### src/rtl/cmp_sel_pkg.sv
// Package: shared field positions, reference codes and the settle-length
// helper for the guarded comparator selection register.
package cmp_sel_pkg;
    localparam int IN_W    = 4;
    localparam int REF_W   = 2;
    localparam int IN_LSB  = 0;
    localparam int REF_LSB = 4;
    localparam int OE_BIT  = 6;

    typedef enum logic [REF_W-1:0] {
        REF_NONE = 2'b00,
        REF_EXT  = 2'b01,
        REF_INT  = 2'b10,
        REF_BAD  = 2'b11
    } ref_code_e;

    // Number of clock cycles covering ns nanoseconds at mhz MHz, rounded up.
    function automatic int settle_cycles(input int mhz, input int ns);
        return (ns * mhz + 999) / 1000;
    endfunction
endpackage

### src/rtl/cmp_sel_field_guard.sv
// Module: cmp_sel_field_guard
// Holds one guarded selection field. A masked write builds a candidate value.
// The candidate is accepted when it differs from the stored value and either
// is zero, or lands on an empty field and passes the shape check. With
// ONEHOT_ONLY set, the shape check accepts at most one set bit.
// Assumes: synchronous active-low reset to RST_VAL; changed_o is a
// same-cycle pulse that qualifies the update at the next edge.
module cmp_sel_field_guard #(
    parameter int             W           = 4,
    parameter bit             ONEHOT_ONLY = 1'b1,
    parameter logic [W-1:0]   RST_VAL     = '0
) (
    input  logic         clk,
    input  logic         rst_n,
    input  logic         wr_en,
    input  logic [W-1:0] wr_data,
    input  logic [W-1:0] wr_mask,
    output logic [W-1:0] value_o,
    output logic         changed_o
);
    logic [W-1:0] value_q;
    logic [W-1:0] cand;
    logic         shape_ok;
    logic         seen_q;

    // Merge masked write bits into the stored value.
    always_comb cand = (value_q & ~wr_mask) | (wr_data & wr_mask);

    // Pick the shape rule for this field.
    generate
        if (ONEHOT_ONLY) begin : g_onehot
            assign shape_ok = ((cand & (cand - W'(1))) == '0);
        end else begin : g_any
            assign shape_ok = 1'b1;
        end
    endgenerate

    // Decide whether the candidate may replace the stored value.
    always_comb begin
        changed_o = 1'b0;
        if (wr_en && (cand != value_q)) begin
            if (cand == '0)
                changed_o = 1'b1;
            else if ((value_q == '0) && shape_ok)
                changed_o = 1'b1;
        end
    end

    // Field storage.
    always_ff @(posedge clk) begin
        if (!rst_n)         value_q <= RST_VAL;
        else if (changed_o) value_q <= cand;
    end

    // Marks that at least one clock edge has passed since reset.
    always_ff @(posedge clk) begin
        if (!rst_n) seen_q <= 1'b0;
        else        seen_q <= 1'b1;
    end

    assign value_o = value_q;

    // A non-zero value may only be left by going to zero.
    assert_sticky_nonzero_R5_R7: assert property (@(posedge clk) disable iff (!rst_n)
        (seen_q && ($past(value_q) != '0)) |-> ((value_q == '0) || (value_q == $past(value_q))));

    generate
        if (ONEHOT_ONLY) begin : g_chk
            // Stored value never has more than one set bit.
            assert_onehot_field_R4_R6: assert property (@(posedge clk) disable iff (!rst_n)
                $onehot0(value_q));
        end
    endgenerate
endmodule

### src/rtl/cmp_sel_settle_timer.sv
// Module: cmp_sel_settle_timer
// Down-counter that loads CYCLES on start and counts to zero; ready_o is
// high only at zero. A start during a running count reloads it.
// Assumes: CYCLES >= 1; synchronous active-low reset leaves ready_o high.
module cmp_sel_settle_timer #(
    parameter int CYCLES = 38
) (
    input  logic clk,
    input  logic rst_n,
    input  logic start,
    output logic ready_o
);
    localparam int CW = $clog2(CYCLES + 1);

    logic [CW-1:0] cnt_q;

    // Reload on start, otherwise count down to zero.
    always_ff @(posedge clk) begin
        if (!rst_n)             cnt_q <= '0;
        else if (start)         cnt_q <= CW'(CYCLES);
        else if (cnt_q != '0)   cnt_q <= cnt_q - CW'(1);
    end

    assign ready_o = (cnt_q == '0);

    // A start always clears ready on the next cycle.
    assert_start_drops_ready_R9: assert property (@(posedge clk) disable iff (!rst_n)
        start |=> !ready_o);
    // Once ready, it stays ready until the next start.
    assert_ready_holds_R9: assert property (@(posedge clk) disable iff (!rst_n)
        (ready_o && !start) |=> ready_o);
endmodule

### src/rtl/cmp_sel_pin_gate.sv
// Module: cmp_sel_pin_gate
// Selects the comparator result named by the one-hot input code and gates it
// with the enable and settle-ready signals. Purely combinational.
// Assumes: sel is one-hot or zero.
module cmp_sel_pin_gate #(
    parameter int N = 4
) (
    input  logic         oe,
    input  logic         ready,
    input  logic [N-1:0] sel,
    input  logic [N-1:0] res,
    output logic         pin
);
    logic [N-1:0] hit;

    // Per-input AND of select and result.
    generate
        for (genvar i = 0; i < N; i++) begin : g_hit
            assign hit[i] = sel[i] & res[i];
        end
    endgenerate

    // Gate the selected result.
    always_comb pin = oe & ready & (|hit);
endmodule

### src/rtl/cmp_select_reg.sv
// Module: cmp_select_reg
// Top of the guarded comparator selection register. It holds the output
// enable bit directly and uses two field guards for the input and reference
// codes. It drives a settle timer from accepted selection changes and gates
// the pin output.
// Assumes: synchronous active-low reset; CLK_MHZ is the clock frequency.
module cmp_select_reg
    import cmp_sel_pkg::*;
#(
    parameter int CLK_MHZ   = 125,
    parameter int SETTLE_NS = 300
) (
    input  logic       clk,
    input  logic       rst_n,
    input  logic       wr_en,
    input  logic [7:0] wr_data,
    input  logic [7:0] wr_mask,
    output logic [7:0] rd_data,
    output logic [3:0] in_sel,
    output logic [1:0] ref_sel,
    output logic       pin_oe,
    input  logic [3:0] cmp_res,
    output logic       pin_out,
    output logic       ready
);
    localparam int SETTLE = settle_cycles(CLK_MHZ, SETTLE_NS);

    logic oe_q;
    logic in_chg;
    logic ref_chg;

    // Input selection field: one-hot, guarded.
    cmp_sel_field_guard #(.W(IN_W), .ONEHOT_ONLY(1'b1), .RST_VAL('0)) u_in_guard (
        .clk      (clk),
        .rst_n    (rst_n),
        .wr_en    (wr_en),
        .wr_data  (wr_data[IN_LSB +: IN_W]),
        .wr_mask  (wr_mask[IN_LSB +: IN_W]),
        .value_o  (in_sel),
        .changed_o(in_chg)
    );

    // Reference field: the one-hot rule also refuses code 11.
    cmp_sel_field_guard #(.W(REF_W), .ONEHOT_ONLY(1'b1), .RST_VAL(REF_NONE)) u_ref_guard (
        .clk      (clk),
        .rst_n    (rst_n),
        .wr_en    (wr_en),
        .wr_data  (wr_data[REF_LSB +: REF_W]),
        .wr_mask  (wr_mask[REF_LSB +: REF_W]),
        .value_o  (ref_sel),
        .changed_o(ref_chg)
    );

    // Output enable bit: unguarded, masked write.
    always_ff @(posedge clk) begin
        if (!rst_n)                    oe_q <= 1'b0;
        else if (wr_en && wr_mask[OE_BIT]) oe_q <= wr_data[OE_BIT];
    end

    // Settle timer restarted by any accepted selection change.
    cmp_sel_settle_timer #(.CYCLES(SETTLE)) u_timer (
        .clk    (clk),
        .rst_n  (rst_n),
        .start  (in_chg | ref_chg),
        .ready_o(ready)
    );

    // Gated pin output.
    cmp_sel_pin_gate #(.N(IN_W)) u_gate (
        .oe   (oe_q),
        .ready(ready),
        .sel  (in_sel),
        .res  (cmp_res),
        .pin  (pin_out)
    );

    assign pin_oe  = oe_q;

    // Read-back assembly; bit 7 reads zero.
    always_comb rd_data = {1'b0, oe_q, ref_sel, in_sel};

    // Pin stays low unless enabled, settled and an input is selected.
    assert_pin_gated_R10: assert property (@(posedge clk) disable iff (!rst_n)
        (!pin_oe || !ready || (in_sel == '0)) |-> !pin_out);
    // A disabled write leaves the register unchanged.
    assert_idle_stable_R3: assert property (@(posedge clk) disable iff (!rst_n)
        !wr_en |=> $stable(rd_data));
endmodule

### config.mk
export PLATFORM = sky130hd
export DESIGN_NAME = cmp_select_reg
export DESIGN_NICKNAME = d
export VERILOG_FILES = /design/src/rtl/cmp_sel_pkg.sv /design/src/rtl/cmp_sel_field_guard.sv /design/src/rtl/cmp_sel_settle_timer.sv /design/src/rtl/cmp_sel_pin_gate.sv /design/src/rtl/cmp_select_reg.sv
export SDC_FILE = /design/constraint.sdc
export NUM_CORES = 1
export LEC_CHECK = 0
export BUFFER_PORTS_ARGS = -buffer_cell sky130_fd_sc_hd__buf_2
export CAP_MARGIN = 20
export CORE_MARGIN = 2
export CORE_UTILIZATION = 45
export CTS_CLUSTER_DIAMETER = 100
export DETAILED_ROUTE_END_ITERATION = 12
export HOLD_SLACK_MARGIN = 0.12
export PLACE_DENSITY = 0.86
export SLEW_MARGIN = 20
export SYNTH_ARGS = -nofsm -noshare
export SYNTH_HDL_FRONTEND = slang
export SYNTH_HIERARCHICAL = 1
export SYNTH_SLANG_ARGS = --single-unit
### constraint.sdc
create_clock -name clk -period 2.9 [get_ports clk]
set_clock_uncertainty 0.05 [all_clocks]
set_input_delay 0.29 -clock clk [delete_from_list [all_inputs] [get_ports clk]]
set_output_delay 0.29 -clock clk [all_outputs]
set_load 0.01 [all_outputs]
==> impl_metrics.env, run 1 <==
export IMPL_power_uw=880
export IMPL_clk_pin_slew_ns=0.08
export IMPL_crit_path_end_kind="flip-flop"
export IMPL_drc=0
export IMPL_drt_antenna_violating_nets=0
export IMPL_slew_viol_final=0
export IMPL_start_util_pct=47.1
export IMPL_design_die_area_um2=2410
export IMPL_p_leak_nw=0.510
export IMPL_syn2layout_area_growth_pct=18.5
export IMPL_synth_warnings=6
export IMPL_dr_pass1_iters=4
export IMPL_fin_util_pct=55.8
export IMPL_numPortBuffers=36
export IMPL_first_global_vias=891
export IMPL_routed_wl_um=2240
export IMPL_post_place_ws_ns=0.626
export IMPL_setup_viol=0
export IMPL_r2r_slack_ns=0.58
export IMPL_cts_root_buf="clkbuf_4"
export IMPL_synthAdderAreaFrac_pct=3.83
export IMPL_startpoint="u_in_guard/value_o[1]$_SDFFE_PN0P_"
export IMPL_nNetsFinal=161
export IMPL_reg2regPathDepth=9
export IMPL_setup_tns_ns=0
export IMPL_die_w_um=49.1
export IMPL_grt_setup_unrepaired="false"
export IMPL_holdCritStartpoint="wr_data[6]"
export IMPL_synth_cell_types=36
export IMPL_r2r_end="u_timer/cnt_q[1]$_SDFFE_PN0P_"
export IMPL_synth_xor_xnor_area_share_pct=4.79
export IMPL_ios=40
export IMPL_post_route_period_util_pct=79.9
export IMPL_hp_class="in2reg"
export IMPL_drt_iter0_drc=22
export IMPL_vias=916
export IMPL_path_cells="nor4_1 -> maj3_1 -> a31o_1 -> nand2_1 -> inv_1 -> or2_1 -> nand2b_1 -> o21ai_0 -> a311oi_1"
export IMPL_ys_seq_area_share_pct=28.5
export IMPL_holdPathEnd="pin_oe$_SDFFE_PN0P_"
export IMPL_grt_pass1_wl_um=3640
export IMPL_crit_arrival_ns=2.46
export IMPL_critPathMaxFanout=9
export IMPL_cp_slowest_stage_delay_ns=0.43
export IMPL_antenna_found_initial=0
export IMPL_syn_mean_instance_area_um2=8.79
export IMPL_hold_depth=3
export IMPL_slowest_stage="nor4_1"
export IMPL_wl_per_cell_um=13.8
export IMPL_synth_top_family_by_area="compound AO/OA/AOI/OAI gates"
export IMPL_status="complete, no violations"
export IMPL_grt_max_degree=10
export IMPL_cts_resized=0
export IMPL_fin_crit_ns=2.32
export IMPL_synth_seq_cells=13
export IMPL_startpoint_type="flip-flop"
export IMPL_die_y_um=49.1
export IMPL_synth_nets=129
export IMPL_antenna_cells=0
export IMPL_cts_setup_buffers=0
export IMPL_post_synth_inst_count=104
export IMPL_drive_above_1_share_pct=31.9
export IMPL_hpwl_um=1740
export IMPL_synth_mux_area_share_pct=8.48
export IMPL_gp_congestion=0.837
export IMPL_grt_util_all_layers_pct=19.4
export IMPL_r2r_start="u_in_guard/value_o[1]$_SDFFE_PN0P_"
export IMPL_coreArea_um2=1940
export IMPL_max_clock_freq_ghz=0.431
export IMPL_p_per_area_nw_per_um2=812
export IMPL_cts_buffers=3
export IMPL_vias_per_cell=5.65
export IMPL_hold_buffers=0
export IMPL_cts_tree="done"
export IMPL_overflow=0
export IMPL_clock_sinks=13
export IMPL_synth_compound_area_share_pct=27.9
export IMPL_insertion_delay_ns=0.28
export IMPL_ctsHtreeMaxLevel=1
export IMPL_critical_path_required_ns=3.04
export IMPL_ir_worst_vdd_v=0.000479
export IMPL_critical_path_class="reg2reg"
export IMPL_synthSimpleGateAreaFrac_pct=14.2
export IMPL_maxCapViolations=0
export IMPL_syn_area_um2=915
export IMPL_num_rows=16
export IMPL_clock_path_buffers=2
export IMPL_setup_ws_ns=0.582
export IMPL_hold_viol_final=0
## synthesized netlist by cell type
master	instances	share of area, %
dfxtp_1	13	28
inv_1	10	4.1
a21oi_1	9	4.9
buf_4	8	6.6
a311oi_1	7	6.7
nand2_1	7	2.9
mux2i_1	5	5.5
xor2_1	5	4.8
a22oi_1	4	3.3
nor2_1	4	1.6
a31oi_1	2	1.4
ha_1	2	2.7
mux2i_2	2	3.0
nand2b_1	2	1.4
nor3_1	2	1.1
o31a_1	2	1.9
a211o_1	1	0.96
a21boi_0	1	0.82
a21boi_4	1	2.1
a22o_1	1	0.96
a311o_1	1	1.1
a31o_1	1	0.96
buf_6	1	1.2
conb_1	1	0.41
maj3_1	1	1.1
nand3b_1	1	0.82
nor3b_1	1	0.82
nor4_1	1	0.68
nor4b_1	1	0.96
o2111a_1	1	1.2
o21ai_0	1	0.55
o311a_1	1	1.1
or2_1	1	0.68
or3_4	1	1.2
or3b_1	1	0.96
or4b_1	1	1.1
## sequential cells by signal (all words and copies together) (netlist names)
name	count
pin_oe	1
u_ref_guard/value_o	2
u_in_guard/value_o	4
u_timer/cnt_q	6
## report_power, final
| group | switching, mW | total [mW] | internal [mW] |
|---|---|---|---|
| Clock | 0.0596 | 0.113 | 0.0533 |
| Sequential | 0.0718 | 0.302 | 0.230 |
| Combinational | 0.254 | 0.465 | 0.211 |
| Total | 0.385 | 0.880 | 0.494 |
## routing by layer
metal  share of wire [%]  up-vias  global-route usage, %
met5                   0        -                      0
met4                0.89        0                   11.0
met3                 6.0        2                   4.29
met2                  54       35                   36.0
met1                  40      435                   19.6
li1                    -      444                      -
## metrics by stage
step,std cells,cell area [um^2],hold WS (ns)
3_5_place_dp,158,1060,0.455
2_1_floorplan,104,915,0.346
6_report,162,1080,0.222
3_3_place_gp,158,1060,0.436
5_1_grt,162,1080,0.215
4_1_cts,162,1080,0.216
## cell type report
cell class	instances	area (um^2)
fill	189	858
inverter	10	37.5
tap	27	33.8
multi-input combinational	72	546
sequential	13	260
clock buffer	4	26.3
timing repair buffer	36	180
## worst max-delay path by stage
stage	to	slack [ns]	cells after the start
2_1_floorplan	u_timer/cnt_q[1]$_SDFFE_PN0P_	0.76	10
3_3_place_gp	u_timer/cnt_q[1]$_SDFFE_PN0P_	0.71	9
3_5_place_dp	u_timer/cnt_q[1]$_SDFFE_PN0P_	0.63	9
4_1_cts	pin_out	0.59	7
5_1_grt	u_timer/cnt_q[1]$_SDFFE_PN0P_	0.35	9
6_report	u_timer/cnt_q[1]$_SDFFE_PN0P_	0.58	9
## cell usage in the layout, fill, tap and decap left out
master | netlist | layout
a22o_1 | 1 | 1
a22oi_1 | 4 | 4
or3_4 | 1 | 1
mux2i_2 | 2 | 2
nand2b_1 | 2 | 2
dfxtp_1 | 13 | 13
a31o_1 | 1 | 1
o311a_1 | 1 | 1
a311oi_1 | 7 | 7
o2111a_1 | 1 | 1
a21boi_4 | 1 | 1
nand2_1 | 7 | 7
nor3b_1 | 1 | 1
xor2_1 | 5 | 5
a311o_1 | 1 | 1
conb_1 | 1 | 1
nand3b_1 | 1 | 1
clkbuf_4 | 0 | 3
or4b_1 | 1 | 1
nor4b_1 | 1 | 1
inv_1 | 10 | 10
a21boi_0 | 1 | 1
a31oi_1 | 2 | 2
mux2i_1 | 5 | 5
or2_1 | 1 | 1
a211o_1 | 1 | 1
o31a_1 | 2 | 2
buf_2 | 0 | 36
nor4_1 | 1 | 1
ha_1 | 2 | 2
nor3_1 | 2 | 2
clkbuf_1 | 0 | 1
maj3_1 | 1 | 1
or3b_1 | 1 | 1
o21ai_0 | 1 | 1
a21oi_1 | 9 | 9
nor2_1 | 4 | 4
## cells by family after synthesis
group | count (synthesis)
compound gates | 33
simple gates | 23
buf+inv | 19
flops | 13
mux | 7
xor+xnor | 5
fa+ha+maj | 3
other cells | 1
## worst max-delay path, delay by kind of cell, from the launching register on
family                   cells  cell delay, ns
AND/OR/NAND/NOR              4            0.84
AO/OA/AOI/OAI                3            0.63
flip-flops                   1            0.38
adder cells (fa/ha/maj)      1            0.26
buffers and inverters        1            0.06
Power figures use the tool's default switching activity.
==> run 2, diff against run 1 <==
--- a/config.mk
+++ b/config.mk
@@ -8,11 +8,11 @@
 export BUFFER_PORTS_ARGS = -buffer_cell sky130_fd_sc_hd__buf_2
 export CAP_MARGIN = 20
 export CORE_MARGIN = 2
-export CORE_UTILIZATION = 45
+export CORE_UTILIZATION = 42
 export CTS_CLUSTER_DIAMETER = 100
 export DETAILED_ROUTE_END_ITERATION = 12
 export HOLD_SLACK_MARGIN = 0.12
-export PLACE_DENSITY = 0.86
+export PLACE_DENSITY = 0.85
 export SLEW_MARGIN = 20
 export SYNTH_ARGS = -nofsm -noshare
 export SYNTH_HDL_FRONTEND = slang
==> constraint.sdc (replaced) <==
create_clock -name clk -period 2.1 [get_ports clk]
set_clock_uncertainty 0.05 [all_clocks]
set_input_delay 0.21 -clock clk [delete_from_list [all_inputs] [get_ports clk]]
set_output_delay 0.21 -clock clk [all_outputs]
set_load 0.01 [all_outputs]
==> impl_metrics.env, run 2 (synthesis results as in run 1) <==
export IMPL_status="complete, no violations"
export IMPL_nNetsFinal=169
export IMPL_largest_register="u_timer/cnt_q"
export IMPL_overflow=0
export IMPL_post_route_period_util_pct=99.0
export IMPL_switching_share_pct=41.9
export IMPL_hold_viol_final=0
export IMPL_comb_power_share_pct=58.2
export IMPL_r2r_slack_ns=0.07
export IMPL_ir_worst_vdd_v=0.000760
export IMPL_num_rows=16
export IMPL_p_sw_uw=608
export IMPL_slew_viol_final=0
export IMPL_crit_path_end_kind="primary output"
export IMPL_startpoint_type="flip-flop"
export IMPL_hpwl_um=1640
export IMPL_clk_pin_slew_ns=0.08
export IMPL_p_per_area_nw_per_um2=1190
export IMPL_mostFrequentLayoutCells="buf_2, inv_1, a21oi_1"
export IMPL_routed_wl_um=2360
export IMPL_crit_arrival_ns=1.82
export IMPL_clock_path_buffers=2
export IMPL_largest_register_ffs=6
export IMPL_coreArea_um2=2000
export IMPL_whs_ns=0.162
export IMPL_cp_slowest_stage_delay_ns=0.48
export IMPL_dp_cells=159
export IMPL_critical_path_class="reg2out"
export IMPL_layoutNonFillerInstCount=170
export IMPL_grt_max_degree=10
export IMPL_setup_viol=0
export IMPL_vias=942
export IMPL_design_die_area_um2=2570
export IMPL_vias_per_cell=5.54
export IMPL_cts_root_buf="clkbuf_4"
export IMPL_hp_class="in2reg"
export IMPL_critical_path_required_ns=1.84
export IMPL_antenna_found_initial=0
export IMPL_power_frac_clock_pct=10.8
export IMPL_wl_per_cell_um=13.9
export IMPL_first_global_vias=805
export IMPL_seq_power_share_pct=31.0
export IMPL_p_leak_nw=0.554
export IMPL_slowest_stage="or4b_4"
export IMPL_setup_ws_ns=0.0216
export IMPL_drive_above_1_share_pct=46.9
export IMPL_antenna_cells=0
export IMPL_drt_antenna_violating_nets=0
export IMPL_setup_tns_ns=0
export IMPL_start_util_pct=45.7
export IMPL_grt_pass1_wl_um=3440
export IMPL_die_y_um=50.7
export IMPL_cts_tree="done"
export IMPL_post_place_ws_ns=0.0278
export IMPL_drt_iter0_drc=21
export IMPL_power_mw=1.45
export IMPL_die_w_um=50.7
export IMPL_maxCapViolations=0
export IMPL_clock_sinks=13
export IMPL_max_clock_freq_ghz=0.481
export IMPL_path_cells="inv_2 -> ha_4 -> or4b_4 -> nor2_4 -> nand2_2 -> a21oi_2 -> buf_2"
export IMPL_dr_pass1_iters=4
export IMPL_ctsHtreeMaxLevel=1
export IMPL_gp_congestion=0.716
export IMPL_critPathMaxFanout=3
export IMPL_cts_buffers=3
export IMPL_fin_crit_ns=2.08
export IMPL_syn2layout_area_growth_pct=33.0
export IMPL_intPower_uw=844
export IMPL_grt_util_all_layers_pct=17.4
export IMPL_ios=40
export IMPL_drc=0
export IMPL_insertion_delay_ns=0.28
export IMPL_numPortBuffers=36
export IMPL_grt_setup_unrepaired="true"
export IMPL_final_common_cell="buf_2"
[run 2: changes by cell type in the layout (fill, tap and decap cells not counted), sizes merged]
cell and delta:
buf +7, dlygate4sd3 +1
[run 2: power by group through the flow]
stage	clock, mW	combinational, mW	sequential (mW)
5_1_grt	0.171	0.913	0.461
3_5_place_dp	0	0.641	0.417
2_1_floorplan	0	0.506	0.411
4_1_cts	0.163	0.722	0.422
6_report	0.157	0.845	0.450
3_3_place_gp	0	0.612	0.412
[run 2: per-layer routing]
metal	GRT usage [%]	routed length, um	part of all wire, %	vias up
li1	-	-	-	455
met1	20.9	1030	44	456
met2	30.7	1190	51	29
met3	2.98	121	5.1	2
met4	6.76	14	0.59	0
met5	0	0	0	-
[run 2: cell type report]
cell class              instances  area (um^2)
clock buffers                   4         26.3
fillers                       186          786
inverters                      10         40.0
multi-input cells              72          601
flip-flops and latches         13          273
well taps                      27         33.8
repair buffers                 44          243
[run 2: critical path, delay by kind of cell (launching register included)]
family                   cells  cell delay [ns]
AO/OA/AOI/OAI                1             0.11
adder cells (fa/ha/maj)      1             0.15
buffers and inverters        2             0.23
flip-flops                   1             0.35
AND/OR/NAND/NOR              3             0.71
[run 2: final timing paths]
kind                                      start                            end  cells past startpoint
max               u_timer/cnt_q[1]$_SDFFE_PN0P_                        pin_out                      7
min                                  wr_mask[6]            pin_oe$_SDFFE_PN0P_                      3
max reg2reg  u_in_guard/value_o[1]$_SDFFE_PN0P_  u_timer/cnt_q[1]$_SDFFE_PN0P_                      9
min reg2reg                 pin_oe$_SDFFE_PN0P_            pin_oe$_SDFFE_PN0P_                      2
[run 2: repair_timing]
action | 4_1_cts | 5_1_grt
gates resized for setup | 7 | 14
hold buffers | 1 | 0
setup endpoints to repair | 1 | 4
setup buffers | 1 | 5
hold endpoints to repair | 1 | 0
pin swaps | 0 | 2
[run 2: stage by stage]
stage / area (um^2) / utilization (%)
final: 1220 / 60.8
after CTS: 1130 / 56.7
after global placement: 1070 / 53.3
after global routing: 1220 / 60.8
after floorplan: 917 / -
after detailed placement: 1070 / 53.3
==> run 3, diff against run 2 <==
==> constraint.sdc (replaced) <==
create_clock -name clk -period 2.1 [get_ports clk]
set_clock_uncertainty 0.05 [all_clocks]
set_input_delay 0.21 -clock clk [delete_from_list [all_inputs] [get_ports clk]]
set_output_delay 0.21 -clock clk [all_outputs]
set_load 0.005 [all_outputs]
==> impl_metrics.env, run 3 (synthesis results as in run 1) <==
export IMPL_status="complete, no violations"
export IMPL_power_mw=1.30
export IMPL_wl_per_cell_um=13.4
export IMPL_nNetsFinal=166
export IMPL_slew_viol_final=0
export IMPL_insertion_delay_ns=0.28
export IMPL_hold_depth=3
export IMPL_hpwl_um=1730
export IMPL_syn2layout_area_growth_pct=27.6
export IMPL_crit_arrival_ns=1.78
export IMPL_placed_cell_area_um2=1090
export IMPL_vias_per_cell=5.66
export IMPL_path_cells="inv_2 -> ha_4 -> or4b_4 -> nor2_4 -> nand2_1 -> a21oi_2 -> buf_2"
export IMPL_overflow=0
export IMPL_post_place_ws_ns=0.0540
export IMPL_first_global_vias=864
export IMPL_final_common_cell="buf_2"
export IMPL_die_w_um=50.7
export IMPL_critical_path_class="reg2out"
export IMPL_holdPathEnd="pin_oe$_SDFFE_PN0P_"
export IMPL_largest_register_ffs=6
export IMPL_cts_setup_buffers=0
export IMPL_cts_buffers=3
export IMPL_maxCapViolations=0
export IMPL_antenna_cells=0
export IMPL_die_y_um=50.7
export IMPL_mostFrequentLayoutCells="buf_2, dfxtp_1, inv_1, a21oi_1"
export IMPL_ir_worst_vdd_v=0.000710
export IMPL_drt_antenna_violating_nets=0
export IMPL_routed_wl_um=2250
export IMPL_setup_viol=0
export IMPL_cp_top_family="simple AND/OR/NAND/NOR gates"
export IMPL_post_route_period_util_pct=97.2
export IMPL_clock_path_buffers=2
export IMPL_grt_util_all_layers_pct=17.7
export IMPL_largest_register="u_timer/cnt_q"
export IMPL_critPathMaxFanout=5
export IMPL_fin_crit_ns=2.04
export IMPL_dr_pass1_iters=6
export IMPL_max_clock_freq_ghz=0.490
export IMPL_gp_congestion=0.817
export IMPL_antenna_found_initial=0
export IMPL_num_rows=16
export IMPL_ios=40
export IMPL_cts_tree="done"
export IMPL_cts_root_buf="clkbuf_4"
export IMPL_vias=945
export IMPL_ctsHtreeMaxLevel=1
export IMPL_r2r_end="u_timer/cnt_q[1]$_SDFFE_PN0P_"
export IMPL_drt_iter0_drc=34
export IMPL_p_per_area_nw_per_um2=1110
export IMPL_design_die_area_um2=2570
export IMPL_hp_class="in2reg"
export IMPL_holdCritStartpoint="wr_data[6]"
export IMPL_clk_pin_slew_ns=0.08
export IMPL_startpoint_type="flip-flop"
export IMPL_cp_slowest_stage_delay_ns=0.50
export IMPL_fin_area_um2=1170
export IMPL_drive_above_1_share_pct=43.6
export IMPL_critical_path_required_ns=1.84
export IMPL_start_util_pct=45.7
export IMPL_slowest_stage="or4b_4"
export IMPL_numPortBuffers=36
export IMPL_p_leak_nw=0.538
export IMPL_reg2regPathDepth=10
export IMPL_crit_path_end_kind="primary output"
export IMPL_setup_ws_ns=0.0587
export IMPL_clock_sinks=13
export IMPL_drc=0
export IMPL_grt_pass1_wl_um=3420
export IMPL_coreArea_um2=2000
export IMPL_critPathBufInv=2
export IMPL_r2r_start="u_in_guard/value_o[3]$_SDFFE_PN0P_"
export IMPL_hold_viol_final=0
export IMPL_cp_depth=7
export IMPL_grt_max_degree=9
export IMPL_r2r_slack_ns=0.13
==> run 3: changes by cell type in the layout (fill, tap and decap cells not counted), sizes merged <==
cell / delta
buf: -2
dlygate4sd3: -1
==> run 3: worst max-delay path by stage <==
stage | from | endpoint
2_1_floorplan | u_in_guard/value_o[1]$_SDFFE_PN0P_ | u_timer/cnt_q[1]$_SDFFE_PN0P_
3_3_place_gp | u_in_guard/value_o[0]$_SDFFE_PN0P_ | u_timer/cnt_q[1]$_SDFFE_PN0P_
3_5_place_dp | u_in_guard/value_o[1]$_SDFFE_PN0P_ | u_timer/cnt_q[1]$_SDFFE_PN0P_
4_1_cts | u_timer/cnt_q[0]$_SDFFE_PP0N_ | pin_out
5_1_grt | u_timer/cnt_q[0]$_SDFFE_PP0N_ | pin_out
6_report | u_timer/cnt_q[0]$_SDFFE_PP0N_ | pin_out
==> run 3: worst min-delay path, cell delays in order <==
cell     delay, ns
buf_2         0.10
nand2_1       0.05
mux2i_1       0.06
==> run 3: cell type report <==
class,instances,area (um^2)
fill,178,835
multi-input combinational,72,583
tap,27,33.8
inverter,10,37.5
timing repair buffer,41,218
clock buffer,4,26.3
sequential,13,269
==> run 3: timing repair <==
action | CTS | global route
pin swaps | 1 | 0
gates resized for setup | 3 | 14
hold buffers | 0 | 0
setup endpoints to repair | 1 | 3
endpoints found under the hold margin | 0 | 0
==> run 3: layer usage <==
layer	vias up	GRT usage (%)	wire length, um
met5	-	0	0
met4	0	8.11	32
met3	4	3.57	121
met2	36	34.6	1160
met1	454	17.4	936
li1	451	-	-
==> run 3: where the power goes <==
group | internal, mW | leakage, nW | switching [mW] | total, mW
Sequential | 0.325 | 0.109 | 0.102 | 0.427
Clock | 0.0737 | 0.0150 | 0.0794 | 0.153
Combinational | 0.366 | 0.414 | 0.354 | 0.720
==> run 3: metrics by stage <==
step / setup TNS [ns] / std cells / hold slack (ns) / util (%)
detailed placement: 0 / 163 / 0.435 / 54.7
global placement: 0 / 163 / 0.412 / 54.7
global route: -0.0272 / 167 / 0.136 / 58.3
floorplan: 0 / 104 / 0.266 / -
finish: 0 / 167 / 0.141 / 58.3
CTS: 0 / 167 / 0.137 / 56.8
